### src/rtl/dct_pkg.sv
package dct_pkg;
  localparam int ST_EN      = 0;
  localparam int ST_ACT     = 1;
  localparam int ST_TR      = 4;
  localparam int ST_BF      = 5;
  localparam int ST_DSC     = 6;
  localparam int ST_CNT_LSB = 16;

  typedef struct packed {
    logic dsc;
    logic bf;
    logic tr;
  } evt_flags_t;
endpackage

### src/rtl/dct_width.sv
module dct_width #(
  parameter  int CNT_W     = 16,
  parameter  int BUS_BYTES = 4,
  localparam int OFS_W     = $clog2(BUS_BYTES),
  localparam int W_W       = OFS_W + 1
) (
  input  logic [OFS_W-1:0] ofs,
  input  logic [CNT_W-1:0] cnt,
  input  logic             unk,
  output logic [W_W-1:0]   bytes
);
  logic [W_W-1:0] room;

  always_comb begin
    room = W_W'(BUS_BYTES) - {1'b0, ofs};
    if (!unk && (cnt < CNT_W'(room))) bytes = cnt[W_W-1:0];
    else                              bytes = room;
  end
endmodule

### src/rtl/dct_count.sv
module dct_count #(
  parameter  int ADDR_W    = 32,
  parameter  int CNT_W     = 16,
  parameter  int BUS_BYTES = 4,
  localparam int OFS_W     = $clog2(BUS_BYTES),
  localparam int W_W       = OFS_W + 1
) (
  input  logic              clk,
  input  logic              rst_n,
  input  logic              ld,
  input  logic [ADDR_W-1:0] ld_addr,
  input  logic [CNT_W-1:0]  ld_len,
  input  logic              step,
  output logic [ADDR_W-1:0] addr_q,
  output logic [CNT_W-1:0]  cnt_q,
  output logic              unk_q,
  output logic [W_W-1:0]    acc_bytes,
  output logic [CNT_W-1:0]  moved
);
  logic [ADDR_W-1:0] addr_n;
  logic [CNT_W-1:0]  cnt_n, len_q, len_n;
  logic              unk_n;

  dct_width #(.CNT_W(CNT_W), .BUS_BYTES(BUS_BYTES)) width_i (
    .ofs   (addr_q[OFS_W-1:0]),
    .cnt   (cnt_q),
    .unk   (unk_q),
    .bytes (acc_bytes)
  );

  always_comb begin
    addr_n = addr_q;
    cnt_n  = cnt_q;
    len_n  = len_q;
    unk_n  = unk_q;
    if (ld) begin
      addr_n = ld_addr;
      cnt_n  = ld_len;
      len_n  = ld_len;
      unk_n  = (ld_len == '0);
    end else if (step) begin
      addr_n = addr_q + ADDR_W'(acc_bytes);
      cnt_n  = cnt_q - CNT_W'(acc_bytes);
    end
  end

  // unknown length: count wraps from zero, so bytes moved is its negation
  assign moved = unk_q ? (CNT_W'(0) - cnt_q) : (len_q - cnt_q);

  always_ff @(posedge clk or negedge rst_n) begin
    if (!rst_n) begin
      addr_q <= '0;
      cnt_q  <= '0;
      len_q  <= '0;
      unk_q  <= 1'b0;
    end else if (ld || step) begin
      addr_q <= addr_n;
      cnt_q  <= cnt_n;
      len_q  <= len_n;
      unk_q  <= unk_n;
    end
  end
endmodule

### src/rtl/dct_ctrl.sv
module dct_ctrl
  import dct_pkg::*;
(
  input  logic       clk,
  input  logic       rst_n,
  input  logic       ld,
  input  logic       ld_from_dsc,
  input  logic       ld_en,
  input  logic       ld_next,
  input  logic       buf_end,
  input  logic       dev_end,
  input  logic       pkt_end,
  input  logic       grant,
  input  logic       fifo_empty,
  input  logic       stat_rd,
  output logic       en_q,
  output logic       act_q,
  output logic       drain_q,
  output logic       cut_q,
  output evt_flags_t flg_q,
  output logic       dsc_req_q
);
  logic       en_n, act_n, drain_n, cut_n, nxt_q, nxt_n, dsc_req_n;
  evt_flags_t flg_n;
  logic       dev_stop;

  assign dev_stop = dev_end && en_q;

  always_comb begin
    en_n    = en_q;
    drain_n = drain_q;
    nxt_n   = ld ? ld_next : nxt_q;
    if (ld) begin
      if (ld_en) begin
        en_n    = 1'b1;
        drain_n = 1'b0;
      end else if (act_q && !fifo_empty) begin
        drain_n = 1'b1;
      end else begin
        en_n    = 1'b0;
        drain_n = 1'b0;
      end
    end else if (buf_end || dev_stop || (drain_q && fifo_empty)) begin
      en_n    = 1'b0;
      drain_n = 1'b0;
    end

    act_n = act_q;
    if (grant && en_q) act_n = 1'b1;
    if (pkt_end && !cut_q) act_n = 1'b0;

    cut_n = cut_q;
    if (ld) cut_n = 1'b0;
    else if (buf_end) cut_n = 1'b1;

    flg_n.dsc = (flg_q.dsc && !stat_rd) || (ld && ld_from_dsc);
    flg_n.bf  = (flg_q.bf  && !stat_rd) || buf_end;
    flg_n.tr  = (flg_q.tr  && !stat_rd) || dev_stop;

    dsc_req_n = en_q && !en_n && nxt_n;
  end

  always_ff @(posedge clk or negedge rst_n) begin
    if (!rst_n) begin
      en_q      <= 1'b0;
      act_q     <= 1'b0;
      drain_q   <= 1'b0;
      cut_q     <= 1'b0;
      nxt_q     <= 1'b0;
      flg_q     <= '0;
      dsc_req_q <= 1'b0;
    end else begin
      en_q      <= en_n;
      act_q     <= act_n;
      drain_q   <= drain_n;
      cut_q     <= cut_n;
      nxt_q     <= nxt_n;
      flg_q     <= flg_n;
      dsc_req_q <= dsc_req_n;
    end
  end
endmodule

### src/rtl/dma_chan_tracker.sv
module dma_chan_tracker
  import dct_pkg::*;
#(
  parameter  int ADDR_W    = 32,
  parameter  int CNT_W     = 16,
  parameter  int BUS_BYTES = 4,
  parameter  int STAT_W    = 32,
  localparam int W_W       = $clog2(BUS_BYTES) + 1
) (
  input  logic              clk,
  input  logic              rst_n,
  input  logic              ld_stb,
  input  logic              ld_from_dsc,
  input  logic              ld_en,
  input  logic              ld_next,
  input  logic [ADDR_W-1:0] ld_addr,
  input  logic [CNT_W-1:0]  ld_len,
  input  logic              grant,
  input  logic              beat,
  input  logic              pkt_end,
  input  logic              dev_end,
  input  logic              fifo_empty,
  input  logic              stat_rd,
  output logic [ADDR_W-1:0] acc_addr,
  output logic [W_W-1:0]    acc_bytes,
  output logic [STAT_W-1:0] stat_rdata,
  output logic [CNT_W-1:0]  rx_len,
  output logic              dsc_req
);
  logic [1:0]       rst_sync_q;
  logic             rst_i_n;
  logic [CNT_W-1:0] cnt_q;
  logic             unk_q, step, buf_end;
  logic             en_q, act_q, drain_q, cut_q;
  evt_flags_t       flg_q;

  always_ff @(posedge clk or negedge rst_n) begin
    if (!rst_n) rst_sync_q <= 2'b00;
    else        rst_sync_q <= {rst_sync_q[0], 1'b1};
  end
  assign rst_i_n = rst_sync_q[1];

  assign step    = beat && grant && en_q && (acc_bytes != '0) && !ld_stb;
  assign buf_end = step && !unk_q && (cnt_q == CNT_W'(acc_bytes));

  dct_count #(.ADDR_W(ADDR_W), .CNT_W(CNT_W), .BUS_BYTES(BUS_BYTES)) count_i (
    .clk       (clk),
    .rst_n     (rst_i_n),
    .ld        (ld_stb),
    .ld_addr   (ld_addr),
    .ld_len    (ld_len),
    .step      (step),
    .addr_q    (acc_addr),
    .cnt_q     (cnt_q),
    .unk_q     (unk_q),
    .acc_bytes (acc_bytes),
    .moved     (rx_len)
  );

  dct_ctrl ctrl_i (
    .clk         (clk),
    .rst_n       (rst_i_n),
    .ld          (ld_stb),
    .ld_from_dsc (ld_from_dsc),
    .ld_en       (ld_en),
    .ld_next     (ld_next),
    .buf_end     (buf_end),
    .dev_end     (dev_end),
    .pkt_end     (pkt_end),
    .grant       (grant),
    .fifo_empty  (fifo_empty),
    .stat_rd     (stat_rd),
    .en_q        (en_q),
    .act_q       (act_q),
    .drain_q     (drain_q),
    .cut_q       (cut_q),
    .flg_q       (flg_q),
    .dsc_req_q   (dsc_req)
  );

  always_comb begin
    stat_rdata                         = '0;
    stat_rdata[ST_CNT_LSB +: CNT_W]    = cnt_q;
    stat_rdata[ST_DSC]                 = flg_q.dsc;
    stat_rdata[ST_BF]                  = flg_q.bf;
    stat_rdata[ST_TR]                  = flg_q.tr;
    stat_rdata[ST_ACT]                 = act_q;
    stat_rdata[ST_EN]                  = en_q;
  end
endmodule

### config.mk
export PLATFORM = sky130hd
export DESIGN_NAME = dma_chan_tracker
export DESIGN_NICKNAME = d
export VERILOG_FILES = /design/src/rtl/dct_pkg.sv /design/src/rtl/dct_width.sv /design/src/rtl/dct_count.sv /design/src/rtl/dct_ctrl.sv /design/src/rtl/dma_chan_tracker.sv
export SDC_FILE = /design/constraint.sdc
export NUM_CORES = 1
export LEC_CHECK = 0
export BUFFER_PORTS_ARGS = -buffer_cell sky130_fd_sc_hd__buf_2
export CORE_MARGIN = 8
export CORE_UTILIZATION = 45
export DETAILED_ROUTE_END_ITERATION = 10
export MAX_ROUTING_LAYER = met4
export PLACE_DENSITY = 0.7
export SKIP_LAST_GASP = 1
export SLEW_MARGIN = 25
export SYNTH_ARGS = -nofsm -noshare
export SYNTH_HDL_FRONTEND = slang
export SYNTH_HIERARCHICAL = 1
export SYNTH_SLANG_ARGS = --single-unit
export TNS_END_PERCENT = 30
### constraint.sdc
create_clock -name clk -period 6.25 [get_ports clk]
set_input_delay 0.9375 -clock clk [delete_from_list [all_inputs] [get_ports clk]]
set_output_delay 0.9375 -clock clk [all_outputs]
set_load 0.03 [all_outputs]
==> results.json <==
{
  "slew_headroom": 0.399,
  "hold_viol": 0,
  "rsz0062_at_grt": "false",
  "pwr-share-seq": 0.330,
  "critical_path.max_stage_delay_ns": 0.59,
  "drive_above_1_share": 0.243,
  "hpwlAfterDp_um": 11000,
  "final-setup-viol-count": 0,
  "power.switching_mw": 0.645,
  "layout-area-overhead-vs-synth_pct": 20.6,
  "clkTransAtPathRegs_ns": 0.06,
  "synthesis.area_sq_um": 5190,
  "grt_start_max_net_pins": 107,
  "async_flop_share": 1.00,
  "p_int_mw": 1.15,
  "final_cell_area_sq_um": 6260,
  "std_cell_rows": 39,
  "grt_pass1_wl_um": 23600,
  "place_congestion": 0.925,
  "multi_input_area_sq_um": 2940,
  "fin_tns_setup_ns": 0,
  "n_fill_cell": 1037,
  "ctsHoldBuffers": 0,
  "required_ns": 5.31,
  "path_class": "register to output port",
  "synthAdderAreaFrac": 0.0742,
  "swShare": 0.360,
  "synth_compound_area_frac": 0.150,
  "path_cells": "inv_1, nand2_1, ha_1, fa_1, nor2b_1, o211ai_1, a21o_1, a211o_1, o2111ai_1, buf_2",
  "antenna_found_initial": 1,
  "routedWlPerCell_um": 16.6,
  "worst_pin_slew_ns": 0.901,
  "root_buffer": "clkbuf_16",
  "synthSimpleGateAreaFrac": 0.232,
  "final_nets": 807,
  "fin_crit_ns": 3.84,
  "combPwrFrac": 0.330,
  "post-cts-setup-buffer-count": 0,
  "cts_tree": "done",
  "avgSynthCellArea_sq_um": 8.73,
  "synthDistinctLibCells": 63,
  "initial_utilization": 0.459,
  "drt_iter0_markers": 338,
  "clock_latency_ns": 0.34,
  "p_leak_nw": 3.00,
  "worst_path_max_delay_cell": "dfrtp_1",
  "grt_pass1_vias": 4868,
  "numCtsBuffers": 9,
  "status": "finished clean",
  "core-area_sq_um": 11300,
  "vias_per_cell": 5.51,
  "die_y_um": 123,
  "cts_max_level": 3,
  "synth.mux.area_fraction": 0.0229,
  "fin_crit_sh": 0.614,
  "placed_area_sq_um": 5910,
  "vias": 4775,
  "crit_fanout": 17,
  "synth-seq-area-share": 0.366,
  "die_x_um": 123,
  "grtUsageMet1": 0.250,
  "cts_resized": 0,
  "critPathLaunchType": "register",
  "synth-edff-count": 0,
  "rrSetupSlack_ns": 2.56,
  "drcViolationCount": 0,
  "synth_top_family_by_area": "simple AND/OR/NAND/NOR gates",
  "p_total_mw": 1.79,
  "grt_use_total": 0.199,
  "io_pins": 144,
  "cp.arrival_ns": 2.90,
  "clock_power_share": 0.340,
  "yosysWarnings": 6,
  "fmax_mhz": 260,
  "overflow": 0,
  "synth_xor_xnor_area_share": 0.0793,
  "wl_um": 14400,
  "hp-class": "register to asynchronous set/reset pin",
  "final_cells": 867,
  "ir_drop_mv": 0.229,
  "cts.sinks": 76,
  "final_antenna_net_count": 0,
  "port_buffers": 132,
  "clockBufferDepth": 2,
  "postSynthCellCount": 595,
  "use_met2": 0.315,
  "worstSetupEndpointType": "output port",
  "synthFlopType": "dfrtp_1",
  "ys_ff_latch": 76,
  "first_pass_iters": 5,
  "seq_area_sq_um": 1900,
  "die_area_sq_um": 15200,
  "finalClockSkew_ns": 0.00559,
  "met3_usage": 0.0416,
  "pwr_density_cell_nw_per_um2": 286,
  "drv_slew": 0,
  "dp.cells": 850,
  "gr-max-usage-layer": "met2",
  "max_cap_viol_count": 0
}
[power groups by stage]
| stage | clock (mW) | combinational, mW | sequential, mW |
|---|---|---|---|
| 2_1_floorplan | 0 | 0.368 | 0.653 |
| 3_3_place_gp | 0 | 0.579 | 0.598 |
| 3_5_place_dp | 0 | 0.591 | 0.600 |
| 4_1_cts | 0.622 | 0.594 | 0.591 |
| 5_1_grt | 0.639 | 0.645 | 0.599 |
| 6_report | 0.609 | 0.592 | 0.591 |
[placed cells by master (no fill, tap or decap), types with 5 or more instances in the layout]
cell type / Yosys / final
or4_1: 5 / 5
and3_1: 9 / 9
nand4_1: 26 / 26
nor2b_1: 11 / 11
ha_1: 26 / 26
clkbuf_16: 0 / 9
o21ai_0: 64 / 64
nor4_2: 6 / 6
nand2_1: 69 / 69
dfrtp_1: 76 / 75
xor2_1: 21 / 21
inv_1: 53 / 53
and2_1: 5 / 5
nor3_1: 10 / 10
nor4_1: 6 / 6
buf_2: 2 / 131
a21oi_1: 18 / 18
conb_1: 2 / 12
nor2_1: 28 / 28
xnor2_1: 26 / 26
a21o_1: 9 / 9
nand3_1: 16 / 16
[worst max-delay path: cells and delay by family (launching register included)]
family / cells / cell delay [ns]
AO/OA/AOI/OAI: 4 / 0.72
adder cells (fa/ha/maj): 2 / 0.60
buffers and inverters: 2 / 0.42
flip-flops: 1 / 0.59
AND/OR/NAND/NOR: 2 / 0.24
[worst paths after layout]
kind,startpoint,end,cells past startpoint
setup / recovery,count_i/unk_q$_DFFE_PN0P_,rx_len[14],10
hold / removal,rst_sync_q[1]$_DFF_PN0_,ctrl_i/flg_q[2]$_DFF_PN0_,0
setup reg to reg,count_i/addr_q[0]$_DFFE_PN0N_,count_i/addr_q[28]$_DFFE_PN0N_,14
hold reg to reg,rst_sync_q[1]$_DFF_PN0_,ctrl_i/flg_q[2]$_DFF_PN0_,0
max in group asynchronous,rst_sync_q[1]$_DFF_PN0_,count_i/len_q[1]$_DFFE_PN0P_,1
min in group clk,rst_sync_q[0]$_DFF_PN0_,rst_sync_q[1]$_DFF_PN0_,0
[layout make-up]
cell class	instances	area share
antenna	1	0.000400
inverter	53	0.0318
clock inverter	4	0.0152
sequential	76	0.304
multi-input combinational	443	0.470
timing repair buffer	135	0.109
tap	143	0.0286
clock buffer	12	0.0410
[routing by layer]
metal  routed length (um)  vias to the layer above
met5                    0                        -
met2                 6830                      171
met3                  931                       17
li1                     -                     2309
met4                  221                        0
met1                 6430                     2278
[stage by stage]
| step | util | hold slack, ns | setup slack [ns] |
|---|---|---|---|
| finish | 0.553 | 0.317 | 2.41 |
| floorplan | - | 0.331 | 2.48 |
| detailed placement | 0.522 | 0.341 | 2.59 |
| global placement | 0.522 | 0.333 | 2.69 |
| global route | 0.553 | 0.366 | 2.16 |
| CTS | 0.553 | 0.354 | 2.39 |
[synthesized netlist by cell type (5+ instances only)]
master	number	area (sq um)
nor2b_1	11	68.8
o21ai_0	64	320
dfrtp_1	76	1900
clkbuf_1	14	52.6
nand4_1	26	163
a21oi_1	18	90.1
buf_4	14	105
nor4_1	6	37.5
a21o_1	9	67.6
nor4_2	6	75.1
and3_1	9	56.3
nand2_1	69	259
xor2_1	21	184
and2_1	5	31.3
nand3_1	16	80.1
inv_1	53	199
or4_1	5	37.5
nor2_1	28	105
ha_1	26	325
xnor2_1	26	228
nor3_1	10	50.1
[logic make-up after synthesis]
family / after synthesis
AND/OR/NAND/NOR: 217
multiplexers: 10
flip-flops: 76
AO/OA/AOI/OAI: 128
other: 2
XOR/XNOR: 47
adder cells (fa/ha/maj): 29
buffers and inverters: 86
[sequential cells by signal (all words and copies together), names as in the netlist]
name and flops:
count_i/unk_q 1, ctrl_i/en_q 1, count_i/addr_q 32, rst_sync_q 2, count_i/len_q 16, ctrl_i/cut_q 1, ctrl_i/nxt_q 1, ctrl_i/act_q 1
ctrl_i/flg_q 3, ctrl_i/drain_q 1, ctrl_i/dsc_req_q 1, count_i/cnt_q 16
Power figures use the tool's default switching activity.
